<file path="src/rtl/i2cis_pkg.sv">
package i2cis_pkg;

  localparam int DATA_W = 8;
  localparam int CNT_W  = DATA_W + 1;
  localparam int NUM_EV = 4;

  // register byte offsets
  localparam int OFS_DATA = 'h00;
  localparam int OFS_CTRL = 'h04;
  localparam int OFS_STS  = 'h08;
  localparam int OFS_ENA  = 'h0C;
  localparam int OFS_LOW  = 'h10;
  localparam int OFS_HIGH = 'h14;

  // status bit positions
  localparam int ST_SCL  = 7;
  localparam int ST_SDA  = 6;
  localparam int ST_BUSY = 4;

  // event flag positions (shared by status and enable registers)
  localparam int EV_DTE  = 0;
  localparam int EV_WAIT = 1;
  localparam int EV_NACK = 2;
  localparam int EV_AL   = 3;

  // enable register upper fields
  localparam int EN_LOW8  = 7;
  localparam int EN_HIGH8 = 6;
  localparam int EN_TXD   = 5;
  localparam int EN_RXD   = 4;

  // flag update: a new event always wins over a clearing write
  function automatic logic [NUM_EV-1:0] flag_update(
    input logic [NUM_EV-1:0] cur,
    input logic [NUM_EV-1:0] set,
    input logic              wr_sts,
    input logic [NUM_EV-1:0] keep_mask
  );
    logic [NUM_EV-1:0] kept;
    kept = wr_sts ? (cur & keep_mask) : cur;
    return set | kept;
  endfunction

  function automatic logic irq_any(
    input logic [NUM_EV-1:0] flags,
    input logic [NUM_EV-1:0] ena
  );
    return |(flags & ena);
  endfunction

  function automatic logic [CNT_W-1:0] join_cnt(
    input logic              msb,
    input logic [DATA_W-1:0] low
  );
    return {msb, low};
  endfunction

  function automatic logic [DATA_W-1:0] status_word(
    input logic              scl,
    input logic              sda,
    input logic              busy,
    input logic [NUM_EV-1:0] flags
  );
    logic [DATA_W-1:0] w;
    w = '0;
    w[ST_SCL]  = scl;
    w[ST_SDA]  = sda;
    w[ST_BUSY] = busy;
    w[NUM_EV-1:0] = flags;
    return w;
  endfunction

endpackage

</file>
<file path="src/rtl/i2cis_flags.sv">
module i2cis_flags
  import i2cis_pkg::*;
(
  input  logic              clk,
  input  logic              rst_n,
  input  logic              mod_en,
  input  logic [NUM_EV-1:0] evt,
  input  logic              wr_sts,
  input  logic [NUM_EV-1:0] keep_mask,
  output logic [NUM_EV-1:0] flg_q
);

  logic [NUM_EV-1:0] flg_d;

  always_comb begin
    flg_d = flag_update(flg_q, evt, wr_sts, keep_mask);
    if (!mod_en) flg_d = '0;
  end

  always_ff @(posedge clk or negedge rst_n) begin
    if (!rst_n) flg_q <= '0;
    else        flg_q <= flg_d;
  end

endmodule

</file>
<file path="src/rtl/i2cis_cfg.sv">
module i2cis_cfg
  import i2cis_pkg::*;
(
  input  logic              clk,
  input  logic              rst_n,
  input  logic              mod_en,
  input  logic              wr_ena,
  input  logic              wr_low,
  input  logic              wr_high,
  input  logic [DATA_W-1:0] wdata,
  output logic [DATA_W-1:0] en_q,
  output logic [DATA_W-1:0] low_q,
  output logic [DATA_W-1:0] high_q
);

  always_ff @(posedge clk or negedge rst_n) begin
    if (!rst_n) begin
      en_q   <= '0;
      low_q  <= '0;
      high_q <= '0;
    end else if (!mod_en) begin
      en_q   <= '0;
      low_q  <= '0;
      high_q <= '0;
    end else begin
      if (wr_ena)  en_q   <= wdata;
      if (wr_low)  low_q  <= wdata;
      if (wr_high) high_q <= wdata;
    end
  end

endmodule

</file>
<file path="src/rtl/i2cis_dma.sv">
module i2cis_dma #(
  parameter int NUM_CH = 2
) (
  input  logic              clk,
  input  logic              rst_n,
  input  logic              mod_en,
  input  logic [NUM_CH-1:0] ch_en,
  input  logic [NUM_CH-1:0] trig,
  output logic [NUM_CH-1:0] req
);

  for (genvar c = 0; c < NUM_CH; c++) begin : g_ch
    always_ff @(posedge clk or negedge rst_n) begin
      if (!rst_n) req[c] <= 1'b0;
      else        req[c] <= mod_en & ch_en[c] & trig[c];
    end
  end

endmodule

</file>
<file path="src/rtl/i2c_irq_dma_unit.sv">
module i2c_irq_dma_unit
  import i2cis_pkg::*;
#(
  parameter int ADDR_W = 5
) (
  input  logic              clk,
  input  logic              rst_n,
  input  logic              mod_en,
  input  logic [ADDR_W-1:0] reg_addr,
  input  logic              reg_wr,
  input  logic [7:0]        reg_wdata,
  output logic [7:0]        reg_rdata,
  input  logic              evt_dte,
  input  logic              evt_wait,
  input  logic              evt_nack,
  input  logic              evt_al,
  input  logic              scl_in,
  input  logic              sda_in,
  input  logic              bus_busy,
  input  logic              tx_empty,
  input  logic              rx_full,
  output logic              irq,
  output logic              scl_hold,
  output logic              dma_tx_req,
  output logic              dma_rx_req,
  output logic [8:0]        scl_low_cnt,
  output logic [8:0]        scl_high_cnt
);

  localparam int DMA_CH = 2;

  // address decode, brought out as named wires
  logic sel_sts, sel_ena, sel_low, sel_high;
  logic wr_sts, wr_ena, wr_low, wr_high;

  assign sel_sts  = (reg_addr == ADDR_W'(OFS_STS));
  assign sel_ena  = (reg_addr == ADDR_W'(OFS_ENA));
  assign sel_low  = (reg_addr == ADDR_W'(OFS_LOW));
  assign sel_high = (reg_addr == ADDR_W'(OFS_HIGH));
  assign wr_sts   = reg_wr & sel_sts;
  assign wr_ena   = reg_wr & sel_ena;
  assign wr_low   = reg_wr & sel_low;
  assign wr_high  = reg_wr & sel_high;

  logic [NUM_EV-1:0] evt_vec;
  always_comb begin
    evt_vec          = '0;
    evt_vec[EV_DTE]  = evt_dte;
    evt_vec[EV_WAIT] = evt_wait;
    evt_vec[EV_NACK] = evt_nack;
    evt_vec[EV_AL]   = evt_al;
  end

  logic [NUM_EV-1:0] flg_q;
  logic [DATA_W-1:0] en_q, low_q, high_q;

  i2cis_flags u_flags (
    .clk       (clk),
    .rst_n     (rst_n),
    .mod_en    (mod_en),
    .evt       (evt_vec),
    .wr_sts    (wr_sts),
    .keep_mask (reg_wdata[NUM_EV-1:0]),
    .flg_q     (flg_q)
  );

  i2cis_cfg u_cfg (
    .clk     (clk),
    .rst_n   (rst_n),
    .mod_en  (mod_en),
    .wr_ena  (wr_ena),
    .wr_low  (wr_low),
    .wr_high (wr_high),
    .wdata   (reg_wdata),
    .en_q    (en_q),
    .low_q   (low_q),
    .high_q  (high_q)
  );

  logic [DMA_CH-1:0] dma_en, dma_trig, dma_req;
  assign dma_en   = {en_q[EN_RXD], en_q[EN_TXD]};
  assign dma_trig = {rx_full, tx_empty};

  i2cis_dma #(.NUM_CH(DMA_CH)) u_dma (
    .clk    (clk),
    .rst_n  (rst_n),
    .mod_en (mod_en),
    .ch_en  (dma_en),
    .trig   (dma_trig),
    .req    (dma_req)
  );

  assign dma_tx_req = dma_req[0];
  assign dma_rx_req = dma_req[1];

  // registered interrupt
  logic irq_d;
  assign irq_d = mod_en & irq_any(flg_q, en_q[NUM_EV-1:0]);

  always_ff @(posedge clk or negedge rst_n) begin
    if (!rst_n) irq <= 1'b0;
    else        irq <= irq_d;
  end

  assign scl_hold     = flg_q[EV_WAIT];
  assign scl_low_cnt  = join_cnt(en_q[EN_LOW8], low_q);
  assign scl_high_cnt = join_cnt(en_q[EN_HIGH8], high_q);

  always_comb begin
    reg_rdata = '0;
    if (sel_sts)  reg_rdata = status_word(scl_in, sda_in, bus_busy, flg_q);
    if (sel_ena)  reg_rdata = en_q;
    if (sel_low)  reg_rdata = low_q;
    if (sel_high) reg_rdata = high_q;
  end

endmodule

</file>
<file path="config.mk">
export PLATFORM = sky130hd
export DESIGN_NAME = i2c_irq_dma_unit
export DESIGN_NICKNAME = d
export VERILOG_FILES = /design/src/rtl/i2cis_pkg.sv /design/src/rtl/i2cis_flags.sv /design/src/rtl/i2cis_cfg.sv /design/src/rtl/i2cis_dma.sv /design/src/rtl/i2c_irq_dma_unit.sv
export SDC_FILE = /design/constraint.sdc
export NUM_CORES = 1
export LEC_CHECK = 0
export BUFFER_PORTS_ARGS = -buffer_cell sky130_fd_sc_hd__clkbuf_2
export CORE_MARGIN = 2
export CORE_UTILIZATION = 45
export DETAILED_ROUTE_END_ITERATION = 10
export GPL_TIMING_DRIVEN = 0
export PLACE_DENSITY = 0.72
export REMOVE_ABC_BUFFERS = 1
export SYNTH_ARGS = -nofsm -noshare
export SYNTH_HDL_FRONTEND = slang
export SYNTH_SLANG_ARGS = --single-unit
</file>
<file path="constraint.sdc">
create_clock -name clk -period 1.6 [get_ports clk]
set_input_delay 0.32 -clock clk [delete_from_list [all_inputs] [get_ports clk]]
set_output_delay 0.32 -clock clk [all_outputs]
set_load 0.05 [all_outputs]
</file>
* Word-level counts from Yosys, hierarchy flattened
Index checks and enable logic that the tools add are counted.
** Storage, ports and cells
- Register bits :: 31
- Output and inout port bits :: 30
** Operators by class
- Equal/unequal tests :: 7
- Muxes and demuxes :: 12
- Bitwise gates (word level) :: 12
- Reduce and logical (&&, ||, !) cells :: 1
** Operators with widths (number)
- two-way mux 8 bit :: 10
- == test 5 x 4 -> 1 bit (second input constant) :: 2
- == test 5 bit (second input constant) :: 2
- bitwise AND 1 bit :: 9
- bitwise AND 4 bit :: 2
- two-way mux 4 bit :: 2
- inequality test 2 x 1 -> 1 bit (second input constant) :: 3
- bitwise OR 4 bit :: 1
- OR reduction 4 bit :: 1

* Logic depth before layout (Yosys ltp)
- Depth in word-level cells :: 5
- Mapped depth :: 5

* Modules after synthesis
Synthesis repeated with hierarchy kept, for this count alone.
** Unflattened totals
- Cells, all modules :: 139
- Area, all modules :: 1621.6 um^2
** By module, submodules not included
- i2cis_cfg :: times used 1, cells each 77, area an instance 1034.7 um^2, sequential area each 600.6 um^2
- i2c_irq_dma_unit :: times used 1, cells each 42, area an instance 339.1 um^2, sequential area each 25.0 um^2
- i2cis_flags :: times used 1, cells each 16, area an instance 185.2 um^2, sequential area each 100.1 um^2
- i2cis_dma :: times used 1, cells each 4, area an instance 62.6 um^2, sequential area each 50.0 um^2

* Worst setup path after synthesis
Ideal clock, no wire load.
- Path kind :: reg-to-output
- Start :: reg u_cfg.high_q[5]
- End :: out reg_rdata[5]
- Arrival time :: 1691 ps
- Required time :: 1280 ps
- Slack :: -411 ps
- Cell stages (with the launch flop) :: 4
- Path through :: dfrtp_1 inv_1 o22a_1 o22ai_1
** Between the ends
- Word-level cells in the longest chain between the ends :: 1
** RTL lines
- start: declaration :: RTL line i2cis_cfg.sv:13 : output logic [DATA_W-1:0] high_q
- start signal: assignment :: RTL line i2cis_cfg.sv:28 : if (wr_high) high_q <= wdata;
- two-way mux 8 bit :: RTL line i2c_irq_dma_unit.sv:114 : if (sel_high) reg_rdata = high_q;
- end: declaration :: RTL line i2c_irq_dma_unit.sv:12 : output logic [7:0] reg_rdata,
Every way passes these cells.

* Worst setup path in the final report
- Start :: in reg_addr[2]
- End :: out reg_rdata[1]
** Between the ends
- Word-level cells in the longest chain between the ends :: 5
- Elaborated cells on any way between the ends :: 8
- Classes of those cells :: eq/ne: 4; mux: 4
** RTL lines
- start: declaration :: RTL line i2c_irq_dma_unit.sv:9 : input logic [ADDR_W-1:0] reg_addr,
- == test 5 x 4 -> 1 bit :: RTL line i2c_irq_dma_unit.sv:36 : assign sel_sts = (reg_addr == ADDR_W'(OFS_STS));
- two-way mux 8 bit :: RTL line i2c_irq_dma_unit.sv:111 : if (sel_sts) reg_rdata = status_word(scl_in, sda_in, bus_busy, flg_q);
- two-way mux 8 bit :: RTL line i2c_irq_dma_unit.sv:112 : if (sel_ena) reg_rdata = en_q;
- two-way mux 8 bit :: RTL line i2c_irq_dma_unit.sv:113 : if (sel_low) reg_rdata = low_q;
- two-way mux 8 bit (*) :: RTL line i2c_irq_dma_unit.sv:114
Every way passes the cells marked *; elsewhere a longest branch is shown, timed or not.

==> impl_metrics.toml <==
[drt]
avgViaCountPerCell = 5.19
route.final.wire_length_mm = 4.22
remaining_drc_errors = 0
first_iter_violations = 55
route.vias.total = 1454
dr.pass1.iters = 4
drt-wirelength-per-cell_um = 15.1
ant_nets = 0

[layout]
final_net_count = 259
ff_latch_area_um2 = 776
post_route_cells_drive_above_1_share = 0.432
fillers = 265
finish.cell_count_without_fillers = 280
finish.utilization = 0.677
area_growth_syn_to_layout_pct = 41.5
antenna-diode-count = 0
multi_input_area_um2 = 827

[power_and_ir_drop]
power_per_cell_area_nw_per_um2 = 724
fraction_of_power_consumed_by_the_clock_network = 0.392
power.share.combinational = 0.125
netSwitchingFraction = 0.253
seq_power_share = 0.483
internal_power_mw = 1.24
leakagePower_nw = 1.20
worst_ir_drop_vdd_uv = 593
p_sw_mw = 0.420

[yosys]
mappedNetlistArea_um2 = 1620
synthesis.yosys.warnings = 0
synth_area_per_cell_um2 = 10.3
synth_cell_type_count = 23
postSynthRegisterBits = 31
syn-instance-count = 158
synth_sequential_area_ratio = 0.478

[setup_path]
path_class = "input pin to output port"
endpoint_kind = "output port"
worst-endpoint-required_ns = 1.28
path_max_fanout = 18
crit_chain = "clkbuf_4 -> mux2i_1 -> o22ai_1 -> and2_4 -> buf_8"
cp_slowest_cell = "sky130_fd_sc_hd__clkbuf_4"
max_stage_delay_ns = 0.31
timing.critical_path.arrival_ns = 1.32
worstSetupStartpointType = "input pin"

[clocking]
post_cts_hold_buffer_count = 0
cts_root_buf = "sky130_fd_sc_hd__clkbuf_4"
clkLatencyLatePin_ns = 0.34
tritoncts.num_buffers = 5
tritoncts = "yes"
clk_transition_reported_paths_ns = 0.10
clockBufferDepth = 2
tritoncts_num_sinks = 31
cts_htree_levels = 2

[timing]
setup_repair_after_global_routing_missed_its_margin = "true"
post-route-period-util = 1.02
setup_tns_ns = -0.118
worst_pin_slew_ns = 0.776
postLayoutSetupSlackWorst_ns = -0.0391
timing_hold_violations_final = 0
slew_violations = 0
worst_slew_margin_rel = 0.483
finalSetupViolCount = 6
timing.clock.skew_ns = 0.00439
fmax_mhz = 610
period_needed_ns = 1.64

[grt]
grt_util_all_layers = 0.235
antenna_violations_before_repair = 0
gr_overflow_total = 0
grt_pass1_vias = 1548
wire_length_of_the_first_global_routing_pass_mm = 7.25
grt_max_degree = 40

[run]
max_cap_violations = 0

[floorplanning]
fp-row-count = 21
pin_count = 56
die_area_um2 = 4100
die_width_um = 64.1
die-height_um = 64.1
floorplan.initialDensity = 0.479
core_area_um2 = 3390

[placed_design]
place.gp.congestion = 0.762
port-buffer-count = 55
post_detailed_placement_half_perimeter_wirelength_mm = 2.79
dpl.cell_count = 248

[min_path]
holdCritPathClass = "input pin to asynchronous set/reset pin"

[run_status]
failing_checks = "negative setup slack"
outcome = "finished, violations left"
-- metrics by stage --
| stage | hold WS [ns] | worst slack, ns | area, µm² | power [mW] |
|---|---|---|---|---|
| after floorplan | 0.0244 | -0.411 | 1560 | 0.902 |
| after global placement | 0.415 | -0.302 | 1900 | 0.990 |
| after detailed placement | 0.428 | -0.409 | 1900 | 0.997 |
| after CTS | 0.0567 | -0.0690 | 2240 | 1.66 |
| after global routing | 0.0753 | -0.128 | 2300 | 1.73 |
| final | 0.0399 | -0.0391 | 2300 | 1.66 |
-- cells by family after synthesis --
logic type / count (synthesis) / synth area share
and+or+nand+nor: 55 / 0.170
muxes: 38 / 0.234
DFF: 31 / 0.478
AOI/OAI and AO/OA: 20 / 0.0748
buffers and inverters: 14 / 0.0432
-- Yosys cell counts --
library cell | instances | share of area
sky130_fd_sc_hd__a21boi_0 | 1 | 0.0046
sky130_fd_sc_hd__a21oi_1 | 4 | 0.012
sky130_fd_sc_hd__a22oi_1 | 2 | 0.0092
sky130_fd_sc_hd__and2_1 | 7 | 0.027
sky130_fd_sc_hd__and3_1 | 2 | 0.0077
sky130_fd_sc_hd__buf_2 | 2 | 0.0062
sky130_fd_sc_hd__buf_4 | 2 | 0.0092
sky130_fd_sc_hd__buf_6 | 1 | 0.0069
sky130_fd_sc_hd__clkbuf_1 | 6 | 0.014
sky130_fd_sc_hd__dfrtp_1 | 31 | 0.48
sky130_fd_sc_hd__inv_1 | 3 | 0.0069
sky130_fd_sc_hd__mux2i_1 | 38 | 0.23
sky130_fd_sc_hd__nand2_1 | 33 | 0.076
sky130_fd_sc_hd__nand2b_1 | 2 | 0.0077
sky130_fd_sc_hd__nand3_1 | 1 | 0.0031
sky130_fd_sc_hd__nor2_1 | 5 | 0.012
sky130_fd_sc_hd__nor3_4 | 2 | 0.020
sky130_fd_sc_hd__nor4b_1 | 1 | 0.0054
sky130_fd_sc_hd__o21ai_0 | 4 | 0.012
sky130_fd_sc_hd__o22a_1 | 1 | 0.0054
sky130_fd_sc_hd__o22ai_1 | 8 | 0.031
sky130_fd_sc_hd__or3_1 | 1 | 0.0039
sky130_fd_sc_hd__or3b_4 | 1 | 0.0069
-- cell type report --
| class | instances | share of cell area |
|---|---|---|
| clock buffers | 6 | 0.0223 |
| clock inverters | 2 | 0.0153 |
| inverters | 3 | 0.00490 |
| multi-input cells | 113 | 0.360 |
| flip-flops and latches | 31 | 0.338 |
| well taps | 46 | 0.0251 |
| repair buffers | 79 | 0.234 |
-- what timing repair did --
item                                    4_1_cts  5_1_grt
endpoints found under the setup margin       12       12
gates cloned                                  0        0
buffers inserted                             22        2
pin swaps                                     6        1
resized for setup                            23       16
-- cells in the final DEF (no fill, tap or decap), types with 2 or more instances in the layout --
master	instances
sky130_fd_sc_hd__clkbuf_4	6
sky130_fd_sc_hd__inv_1	3
sky130_fd_sc_hd__nor2_1	4
sky130_fd_sc_hd__a22oi_1	2
sky130_fd_sc_hd__nand2b_4	2
sky130_fd_sc_hd__a21oi_1	4
sky130_fd_sc_hd__and3_1	2
sky130_fd_sc_hd__nand2_1	33
sky130_fd_sc_hd__buf_8	8
sky130_fd_sc_hd__o22ai_1	7
sky130_fd_sc_hd__o21ai_0	4
sky130_fd_sc_hd__mux2i_1	38
sky130_fd_sc_hd__and2_4	6
sky130_fd_sc_hd__clkbuf_2	46
sky130_fd_sc_hd__dfrtp_1	31
sky130_fd_sc_hd__nor3_4	2
sky130_fd_sc_hd__buf_4	24
-- path summary, 6_finish.rpt --
path / startpoint / end / slack, ns / cells after the start
hold / removal: rst_n / u_cfg.low_q[4] / 0.04 / 1
min in group clk: tx_empty / u_dma.req[0] / 0.23 / 2
setup / recovery: reg_addr[2] / reg_rdata[1] / -0.04 / 5
max in group asynchronous: rst_n / u_flags.flg_q[0] / 1.07 / 1
hold reg to reg: u_cfg.en_q[5] / u_dma.req[0] / 0.55 / 1
setup reg to reg: u_flags.flg_q[1] / irq / 0.66 / 3
-- metal layers --
metal,up-vias,wire [µm],global-route usage
li1,696,-,-
met1,701,1890,0.287
met2,51,2030,0.404
met3,6,251,0.0581
met4,0,46,0.0815
met5,-,0,0
-- power by group through the flow --
| stage | registers [mW] | logic (mW) | clock network [mW] |
|---|---|---|---|
| after floorplan | 0.835 | 0.0665 | 0 |
| after global placement | 0.819 | 0.171 | 0 |
| after detailed placement | 0.820 | 0.177 | 0 |
| after CTS | 0.802 | 0.202 | 0.651 |
| after global routing | 0.804 | 0.228 | 0.703 |
| final | 0.802 | 0.208 | 0.651 |
-- state kept, by name, indices dropped and copies added, names as in the netlist --
signal / count
u_cfg.high_q: 8
u_flags.flg_q: 4
u_dma.req: 2
irq: 1
u_cfg.low_q: 8
u_cfg.en_q: 8
-- worst max-delay path: cells and delay by family --
| kind | cells | cell delay [ns] |
|---|---|---|
| compound gates | 1 | 0.10 |
| simple gates | 1 | 0.17 |
| mux | 1 | 0.26 |
| buf+inv | 2 | 0.45 |
Note: power is estimated with default switching activity, not from simulation.
